$ cat src/rtl/uart_rate_pkg.sv
// Package uart_rate_pkg
// Purpose : shared constants and the prescaler mode encoding for the
//           UART sampling-rate generator.
// Assumes : nothing; pure declarations.
package uart_rate_pkg;

    // Default geometry of the generator
    localparam int DEF_DIV_W      = 16;
    localparam int DEF_BYTE_W     = 8;
    localparam int DEF_SEL_W      = 2;
    localparam int DEF_PRE_RATIO  = 4;
    localparam int DEF_OVERSAMPLE = 16;
    localparam int DEF_RESET_DIV  = 1;
    localparam int DEF_MODE_BIT   = 7;

    // Prescaler selection held in the mode register
    typedef enum logic {
        PRE_PASS = 1'b0,   // every reference cycle counts
        PRE_SLOW = 1'b1    // one reference cycle in PRE_RATIO counts
    } pre_mode_e;

endpackage

$ cat src/rtl/rate_div_regs.sv
// Module rate_div_regs
// Purpose : holds the divisor byte lanes and the prescaler mode bit and
//           raises a one-cycle restart after any write that changes them.
//           Outputs a sanitised divisor in which zero reads as one.
// Assumes : DIV_W is a whole number of BYTE_W lanes; select codes
//           0..DIV_BYTES-1 address lanes, DIV_BYTES addresses the mode
//           register and every higher code is unused.
module rate_div_regs
    import uart_rate_pkg::*;
#(
    parameter int DIV_W     = DEF_DIV_W,
    parameter int BYTE_W    = DEF_BYTE_W,
    parameter int SEL_W     = DEF_SEL_W,
    parameter int RESET_DIV = DEF_RESET_DIV,
    parameter int MODE_BIT  = DEF_MODE_BIT
) (
    input  logic              clk,
    input  logic              rst_n,
    input  logic              wr_en,
    input  logic [SEL_W-1:0]  wr_sel,
    input  logic [BYTE_W-1:0] wr_data,
    output logic [DIV_W-1:0]  div_o,
    output pre_mode_e         mode_o,
    output logic              restart_o
);

    localparam int               DIV_BYTES = DIV_W / BYTE_W;
    localparam logic [SEL_W-1:0] SEL_MODE  = SEL_W'(DIV_BYTES);
    localparam logic [DIV_W-1:0] RST_VEC   = DIV_W'(RESET_DIV);

    logic [DIV_W-1:0] div_raw;
    pre_mode_e        mode_q;
    logic             restart_q;
    logic             hit_any;

    // One register per divisor byte lane, written when its select matches
    for (genvar g = 0; g < DIV_BYTES; g++) begin : g_lane
        logic [BYTE_W-1:0] lane_q;

        // Lane storage: reset value comes from RESET_DIV
        always_ff @(posedge clk) begin
            if (!rst_n) begin
                lane_q <= RST_VEC[g*BYTE_W +: BYTE_W];
            end else if (wr_en && (wr_sel == SEL_W'(g))) begin
                lane_q <= wr_data;
            end
        end

        assign div_raw[g*BYTE_W +: BYTE_W] = lane_q;
    end

    // Mode register: only MODE_BIT of the data is taken
    always_ff @(posedge clk) begin
        if (!rst_n) begin
            mode_q <= PRE_PASS;
        end else if (wr_en && (wr_sel == SEL_MODE)) begin
            mode_q <= wr_data[MODE_BIT] ? PRE_SLOW : PRE_PASS;
        end
    end

    // A write to any live register requests a restart
    always_comb begin
        hit_any = wr_en && (wr_sel <= SEL_MODE);
    end

    // Restart request is registered so the counter loads the new value
    always_ff @(posedge clk) begin
        if (!rst_n) begin
            restart_q <= 1'b0;
        end else begin
            restart_q <= hit_any;
        end
    end

    // Zero divisor is replaced by one so the output never stalls
    always_comb begin
        div_o = (div_raw == '0) ? DIV_W'(1) : div_raw;
    end

    assign mode_o    = mode_q;
    assign restart_o = restart_q;

    // a write on an unused select leaves every register untouched
    p_sel_ignored_r2: assert property (@(posedge clk) disable iff (!rst_n)
        (wr_en && (wr_sel > SEL_MODE)) |=> ($stable(div_raw) && $stable(mode_q) && !restart_q));

endmodule

$ cat src/rtl/rate_prescaler.sv
// Module rate_prescaler
// Purpose : produces the count-enable tick for the divisor counter,
//           either every cycle or once every PRE_RATIO cycles.
// Assumes : PRE_RATIO >= 2; clear_i restarts the phase at zero.
module rate_prescaler
    import uart_rate_pkg::*;
#(
    parameter int PRE_RATIO = DEF_PRE_RATIO
) (
    input  logic      clk,
    input  logic      rst_n,
    input  logic      clear_i,
    input  pre_mode_e mode_i,
    output logic      tick_o
);

    localparam int            PW   = (PRE_RATIO > 2) ? $clog2(PRE_RATIO) : 1;
    localparam logic [PW-1:0] LAST = PW'(PRE_RATIO - 1);

    logic [PW-1:0] phase_q;

    // Phase counter runs only in the slow mode and wraps at PRE_RATIO
    always_ff @(posedge clk) begin
        if (!rst_n || clear_i || (mode_i == PRE_PASS)) begin
            phase_q <= '0;
        end else if (phase_q == LAST) begin
            phase_q <= '0;
        end else begin
            phase_q <= phase_q + PW'(1);
        end
    end

    // Tick on every cycle, or on the last phase of each slow group
    always_comb begin
        tick_o = (mode_i == PRE_PASS) ? 1'b1 : (phase_q == LAST);
    end

    // in the slow mode two ticks are never adjacent
    p_tick_gap_r4: assert property (@(posedge clk) disable iff (!rst_n)
        (tick_o && (mode_i == PRE_SLOW) && !clear_i) |=> (!tick_o || (mode_i == PRE_PASS)));

endmodule

$ cat src/rtl/rate_down_counter.sv
// Module rate_down_counter
// Purpose : free-running down-counter over prescaler ticks; reloads from
//           the divisor and pulses fire_o for one cycle at each reload.
// Assumes : div_i is never zero; restart_i loads div_i-1 and
//           suppresses the pulse on that edge.
module rate_down_counter
    import uart_rate_pkg::*;
#(
    parameter int DIV_W     = DEF_DIV_W,
    parameter int RESET_DIV = DEF_RESET_DIV
) (
    input  logic             clk,
    input  logic             rst_n,
    input  logic             restart_i,
    input  logic             tick_i,
    input  logic [DIV_W-1:0] div_i,
    output logic             fire_o,
    output logic             reload_o
);

    localparam logic [DIV_W-1:0] RST_CNT = DIV_W'(((RESET_DIV < 1) ? 1 : RESET_DIV) - 1);

    logic [DIV_W-1:0] cnt_q;
    logic             samp_q;
    logic             reload;

    // Reload is due when a tick meets an expired count
    always_comb begin
        reload = tick_i && (cnt_q == '0);
    end

    // Count down on ticks; restart overrides everything
    always_ff @(posedge clk) begin
        if (!rst_n) begin
            cnt_q <= RST_CNT;
        end else if (restart_i) begin
            cnt_q <= div_i - DIV_W'(1);
        end else if (reload) begin
            cnt_q <= div_i - DIV_W'(1);
        end else if (tick_i) begin
            cnt_q <= cnt_q - DIV_W'(1);
        end
    end

    // Registered one-cycle output pulse at every reload
    always_ff @(posedge clk) begin
        if (!rst_n || restart_i) begin
            samp_q <= 1'b0;
        end else begin
            samp_q <= reload;
        end
    end

    assign fire_o   = samp_q;
    assign reload_o = reload && !restart_i;

    // outside a restart the count stays below the divisor
    p_div_bound_r3: assert property (@(posedge clk) disable iff (!rst_n)
        !restart_i |-> (cnt_q < div_i));

    // a restart leaves the output low on the next cycle
    p_restart_quiet_r7: assert property (@(posedge clk) disable iff (!rst_n)
        restart_i |=> !samp_q);

    // with a divisor above one the pulse is a single cycle
    p_single_pulse_r8: assert property (@(posedge clk) disable iff (!rst_n)
        (samp_q && (div_i != DIV_W'(1))) |=> !samp_q);

endmodule

$ cat src/rtl/rate_bit_divider.sv
// Module rate_bit_divider
// Purpose : counts sampling reloads and pulses bit_o in the same cycle as
//           every OVERSAMPLE-th sampling pulse.
// Assumes : reload_i is the pre-register reload event of the divisor
//           counter, so the registered outputs line up.
module rate_bit_divider
    import uart_rate_pkg::*;
#(
    parameter int OVERSAMPLE = DEF_OVERSAMPLE
) (
    input  logic clk,
    input  logic rst_n,
    input  logic clear_i,
    input  logic reload_i,
    output logic bit_o
);

    localparam int            OW   = (OVERSAMPLE > 2) ? $clog2(OVERSAMPLE) : 1;
    localparam logic [OW-1:0] LAST = OW'(OVERSAMPLE - 1);

    logic [OW-1:0] sub_q;
    logic          bit_q;

    // Sub-bit counter advances once per sampling reload
    always_ff @(posedge clk) begin
        if (!rst_n || clear_i) begin
            sub_q <= '0;
        end else if (reload_i) begin
            sub_q <= (sub_q == LAST) ? '0 : sub_q + OW'(1);
        end
    end

    // Bit pulse on the last sub-bit reload
    always_ff @(posedge clk) begin
        if (!rst_n || clear_i) begin
            bit_q <= 1'b0;
        end else begin
            bit_q <= reload_i && (sub_q == LAST);
        end
    end

    assign bit_o = bit_q;

endmodule

$ cat src/rtl/uart_rate_gen.sv
// Module uart_rate_gen
// Purpose : top of the UART sampling-rate generator. Joins the register
//           bank, prescaler, divisor counter and bit divider into one
//           enable pair at 16x and 1x the bit rate.
// Assumes : wr_en is a single-cycle strobe per write; all logic runs in
//           the reference clock domain with a synchronous active-low reset.
module uart_rate_gen
    import uart_rate_pkg::*;
#(
    parameter int DIV_W      = DEF_DIV_W,
    parameter int BYTE_W     = DEF_BYTE_W,
    parameter int SEL_W      = DEF_SEL_W,
    parameter int PRE_RATIO  = DEF_PRE_RATIO,
    parameter int OVERSAMPLE = DEF_OVERSAMPLE,
    parameter int RESET_DIV  = DEF_RESET_DIV,
    parameter int MODE_BIT   = DEF_MODE_BIT
) (
    input  logic              clk,
    input  logic              rst_n,
    input  logic              wr_en,
    input  logic [SEL_W-1:0]  wr_sel,
    input  logic [BYTE_W-1:0] wr_data,
    output logic              samp_en,
    output logic              bit_en
);

    logic [DIV_W-1:0] div_eff;
    pre_mode_e        pre_mode;
    logic             restart;
    logic             tick;
    logic             reload;

    rate_div_regs #(
        .DIV_W     (DIV_W),
        .BYTE_W    (BYTE_W),
        .SEL_W     (SEL_W),
        .RESET_DIV (RESET_DIV),
        .MODE_BIT  (MODE_BIT)
    ) u_regs (
        .clk       (clk),
        .rst_n     (rst_n),
        .wr_en     (wr_en),
        .wr_sel    (wr_sel),
        .wr_data   (wr_data),
        .div_o     (div_eff),
        .mode_o    (pre_mode),
        .restart_o (restart)
    );

    rate_prescaler #(
        .PRE_RATIO (PRE_RATIO)
    ) u_pre (
        .clk     (clk),
        .rst_n   (rst_n),
        .clear_i (restart),
        .mode_i  (pre_mode),
        .tick_o  (tick)
    );

    rate_down_counter #(
        .DIV_W     (DIV_W),
        .RESET_DIV (RESET_DIV)
    ) u_cnt (
        .clk       (clk),
        .rst_n     (rst_n),
        .restart_i (restart),
        .tick_i    (tick),
        .div_i     (div_eff),
        .fire_o    (samp_en),
        .reload_o  (reload)
    );

    rate_bit_divider #(
        .OVERSAMPLE (OVERSAMPLE)
    ) u_bit (
        .clk      (clk),
        .rst_n    (rst_n),
        .clear_i  (restart),
        .reload_i (reload),
        .bit_o    (bit_en)
    );

    // the bit pulse only appears together with a sampling pulse
    p_bit_aligned_r6: assert property (@(posedge clk) disable iff (!rst_n)
        bit_en |-> samp_en);

    // reset holds both enables low on the following cycle
    p_reset_quiet_r1: assert property (@(posedge clk)
        !rst_n |=> (!samp_en && !bit_en));

endmodule

$ cat config.mk
export PLATFORM = sky130hd
export DESIGN_NAME = uart_rate_gen
export DESIGN_NICKNAME = d
export VERILOG_FILES = /design/src/rtl/uart_rate_pkg.sv /design/src/rtl/rate_div_regs.sv /design/src/rtl/rate_prescaler.sv /design/src/rtl/rate_down_counter.sv /design/src/rtl/rate_bit_divider.sv /design/src/rtl/uart_rate_gen.sv
export SDC_FILE = /design/constraint.sdc
export NUM_CORES = 1
export LEC_CHECK = 0
export ABC_CLOCK_PERIOD_IN_PS = 2600
export BUFFER_PORTS_ARGS = -buffer_cell sky130_fd_sc_hd__buf_2
export CAP_MARGIN = 20
export CORE_UTILIZATION = 60
export DETAILED_ROUTE_END_ITERATION = 10
export GPL_TIMING_DRIVEN = 0
export PLACE_DENSITY = 0.81
export SKIP_LAST_GASP = 1
export SYNTH_ARGS = -nofsm -noshare
export SYNTH_HDL_FRONTEND = slang
export SYNTH_HIERARCHICAL = 1
export SYNTH_SLANG_ARGS = --single-unit
$ cat constraint.sdc
create_clock -name clk -period 2.6 [get_ports clk]
set_input_delay 0.26 -clock clk [delete_from_list [all_inputs] [get_ports clk]]
set_output_delay 0.26 -clock clk [all_outputs]
set_load 0.02 [all_outputs]
==> impl_metrics.env <==
export IMPL_die_area_um2=4260
export IMPL_cpPeakStageDelay_ns=0.64
export IMPL_yosysTopAreaCell="dfxtp_1"
export IMPL_dp_slack_ns=-0.0465
export IMPL_drt_wl_total_mm=5.16
export IMPL_setup_worst_path_class="flip-flop to flip-flop"
export IMPL_ant_nets=0
export IMPL_rsz0062_at_grt="no"
export IMPL_ys_flop_type="dfxtp_1"
export IMPL_place_inst=333
export IMPL_dpl_hpwl_mm=3.75
export IMPL_p_per_area_nw_per_um2=933
export IMPL_synth_seq_cells=42
export IMPL_first_pass_iters=4
export IMPL_drc=0
export IMPL_antenna_found_initial=0
export IMPL_crit_required_ns=2.79
export IMPL_irDropWorstVdd_v=0.000468
export IMPL_drive_above_1_share_pct=14.5
export IMPL_final_util_pct=71.2
export IMPL_clock_skew_ns=0.00501
export IMPL_grt_pass1_vias=1858
export IMPL_clk_insertion_delay_late_ns=0.30
export IMPL_holdCritPathClass="input pin to flip-flop"
export IMPL_io_pins=15
export IMPL_area_growth_pct=11.1
export IMPL_synth_area_um2=2400
export IMPL_setup_slack_ns=0.176
export IMPL_hold_viol=0
export IMPL_gp_congestion=0.939
export IMPL_drt_initial_drc_count=200
export IMPL_nets=312
export IMPL_hold_buffers=0
export IMPL_yosys_area_top_type_share_pct=35.0
export IMPL_grt_max_degree=17
export IMPL_grt_overflow=0
export IMPL_coreArea_um2=3740
export IMPL_slew_violations=0
export IMPL_wl_per_cell_um=15.0
export IMPL_setup_viol=0
export IMPL_relSlewSlack_pct=57.3
export IMPL_worstPathArrival_ns=2.62
export IMPL_die_y_um=65.2
export IMPL_netlist_top_cells_area="dfxtp_1, mux2i_1, xor2_1"
export IMPL_cts_tree="done"
export IMPL_syn_area_per_cell_um2=8.86
export IMPL_leakage_nw=1.08
export IMPL_critPathMostFrequentCell="buf_6"
export IMPL_h_tree_depth=2
export IMPL_max_clock_path_buffers=2
export IMPL_syn_nets=288
export IMPL_fin_crit_ns=2.42
export IMPL_synth_edf_count=0
export IMPL_period_share_pct=93.2
export IMPL_vias=2014
export IMPL_slowest_stage="or4_1"
export IMPL_die_x_um=65.2
export IMPL_crit_path_cell_trace="or4_1 -> or4_4 -> buf_6 -> o21ai_4 -> buf_6 -> nand2_1 -> o311a_1"
export IMPL_synth_async_reset_ratio_pct=0
export IMPL_outcome="complete, no violations"
export IMPL_yosysSeqAreaShare_pct=35.0
export IMPL_tightest_slew_ns=0.636
export IMPL_dpl_cell_area_um2=2530
export IMPL_grt_usage_pct=26.8
export IMPL_crit_fanout=10
export IMPL_grt_pass1_wl_mm=8.66
export IMPL_crit_path_start_kind="flip-flop"
export IMPL_diodes=0
export IMPL_yosysUniqueCellTypes=58
export IMPL_cts_root_buf="clkbuf_8"
export IMPL_fmax_mhz=412
export IMPL_clkSlewWorstSetupHoldPaths_ns=0.08
export IMPL_total_power_mw=2.49
export IMPL_rows=22
export IMPL_synth_warning_count=6
export IMPL_cts_inserted_buffers=5
export IMPL_vias_per_cell=5.85
export IMPL_initial_core_util_pct=64.1
export IMPL_instances_no_fill=344
export IMPL_clkSinkCount=42
export IMPL_fin_area_um2=2670
export IMPL_maxCapViolations=0
export IMPL_portBuffers=14
export IMPL_netlist_instances=271
export IMPL_crit_path_end_kind="flip-flop"
-- flip-flops by register name, summed over array words and instances (netlist names) --
name	count
u_regs/g_lane.lane_q	16
u_bit/sub_q	4
u_pre/phase_q	2
u_regs/mode_o	1
u_cnt/fire_o	1
u_bit/bit_o	1
u_regs/restart_o	1
u_cnt/cnt_q	16
-- cell usage in the layout (no fill, tap or decap), types with 2 or more instances in the layout --
cell type,count
ha_1,4
nor4_1,10
o31a_1,2
a221oi_1,2
nand2_1,18
nor2b_1,17
nand4_1,4
and2_1,2
mux2i_1,19
xor2_1,13
nor3b_1,3
a211oi_1,5
o21ai_0,8
a21oi_1,4
or2_2,2
inv_1,7
o211ai_1,2
or4_4,2
nand3_1,4
or4_1,3
buf_2,14
nor2_1,12
nand3b_1,3
buf_6,3
clkbuf_2,2
buf_4,3
or3_1,3
xnor2_1,7
clkbuf_1,20
nand2b_1,4
nor3_1,12
clkbuf_8,5
a32o_1,2
a31oi_1,3
dfxtp_1,42
-- per-stage QoR --
step	TNS (ns)	hold slack, ns
floorplan	0	0.347
global placement	-0.00526	0.465
detailed placement	-0.0770	0.466
CTS	0	0.175
global route	0	0.187
finish	0	0.178
-- cells in the mapped netlist (all sizes together) (5+ instances only) --
cell and n:
or4 6, nor2b 17, dfxtp 42, xor2 13, mux2i 19, nand4 5, xnor2 7, clkbuf 21
a211oi 5, inv 7, nor3 13, o21ai 9, nand2 18, nor2 13, nor4 11
-- timing repair --
action / CTS / global route
pin swaps: 1 / 1
gates resized for setup: 1 / 1
buffers inserted: 2 / 0
endpoints found under the setup margin: 3 / 6
-- final timing paths --
| check | start | cells after the start | slack (ns) | endpoint |
|---|---|---|---|---|
| setup reg to reg | u_cnt/cnt_q[3] | 7 | 0.18 | u_cnt/cnt_q[15] |
| setup / recovery | u_cnt/cnt_q[3] | 7 | 0.18 | u_cnt/cnt_q[15] |
| hold reg to reg | u_regs/g_lane[0].lane_q[0] | 2 | 0.49 | u_regs/g_lane[0].lane_q[0] |
| hold / removal | wr_sel[1] | 2 | 0.18 | u_regs/restart_o |
-- kinds of logic after synthesis --
logic type,after synthesis,synth area share [%]
buf+inv,32,6.10
flops,42,35.0
compound gates,40,12.5
fa+ha+maj,4,2.09
xor+xnor,20,7.30
simple gates,114,29.1
mux,19,7.92
-- routing by layer --
layer  vias to the layer above  wire length (um)  global-route usage (%)
met2                        52              2470                    44.5
met4                         0                45                    10.3
li1                       1023                 -                       -
met5                         -                 0                       0
met3                         5               254                    5.38
met1                       934              2390                    34.1
-- area by class of cell --
cell class	instances	area, um^2
well taps	48	60.1
flip-flops and latches	42	841
repair buffers	17	90.1
multi-input cells	197	1410
clock inverters	3	43.8
clock buffers	5	68.8
plain buffers	25	121
inverters	7	26.3
fillers	312	1080
-- worst max-delay path, delay by kind of cell (launching register included) --
| family | cells | cell delay [ns] |
|---|---|---|
| AO/OA/AOI/OAI | 2 | 0.36 |
| flip-flops | 1 | 0.37 |
| AND/OR/NAND/NOR | 3 | 1.25 |
| buffers and inverters | 2 | 0.33 |
-- power breakdown --
group,switching [mW],total (mW),internal (mW),leakage [nW]
combinational,0.588,1.06,0.476,0.681
sequential,0.132,0.899,0.767,0.343
clock,0.237,0.525,0.288,0.0585
total,0.956,2.49,1.53,1.08
Power figures use the tool's default switching activity.
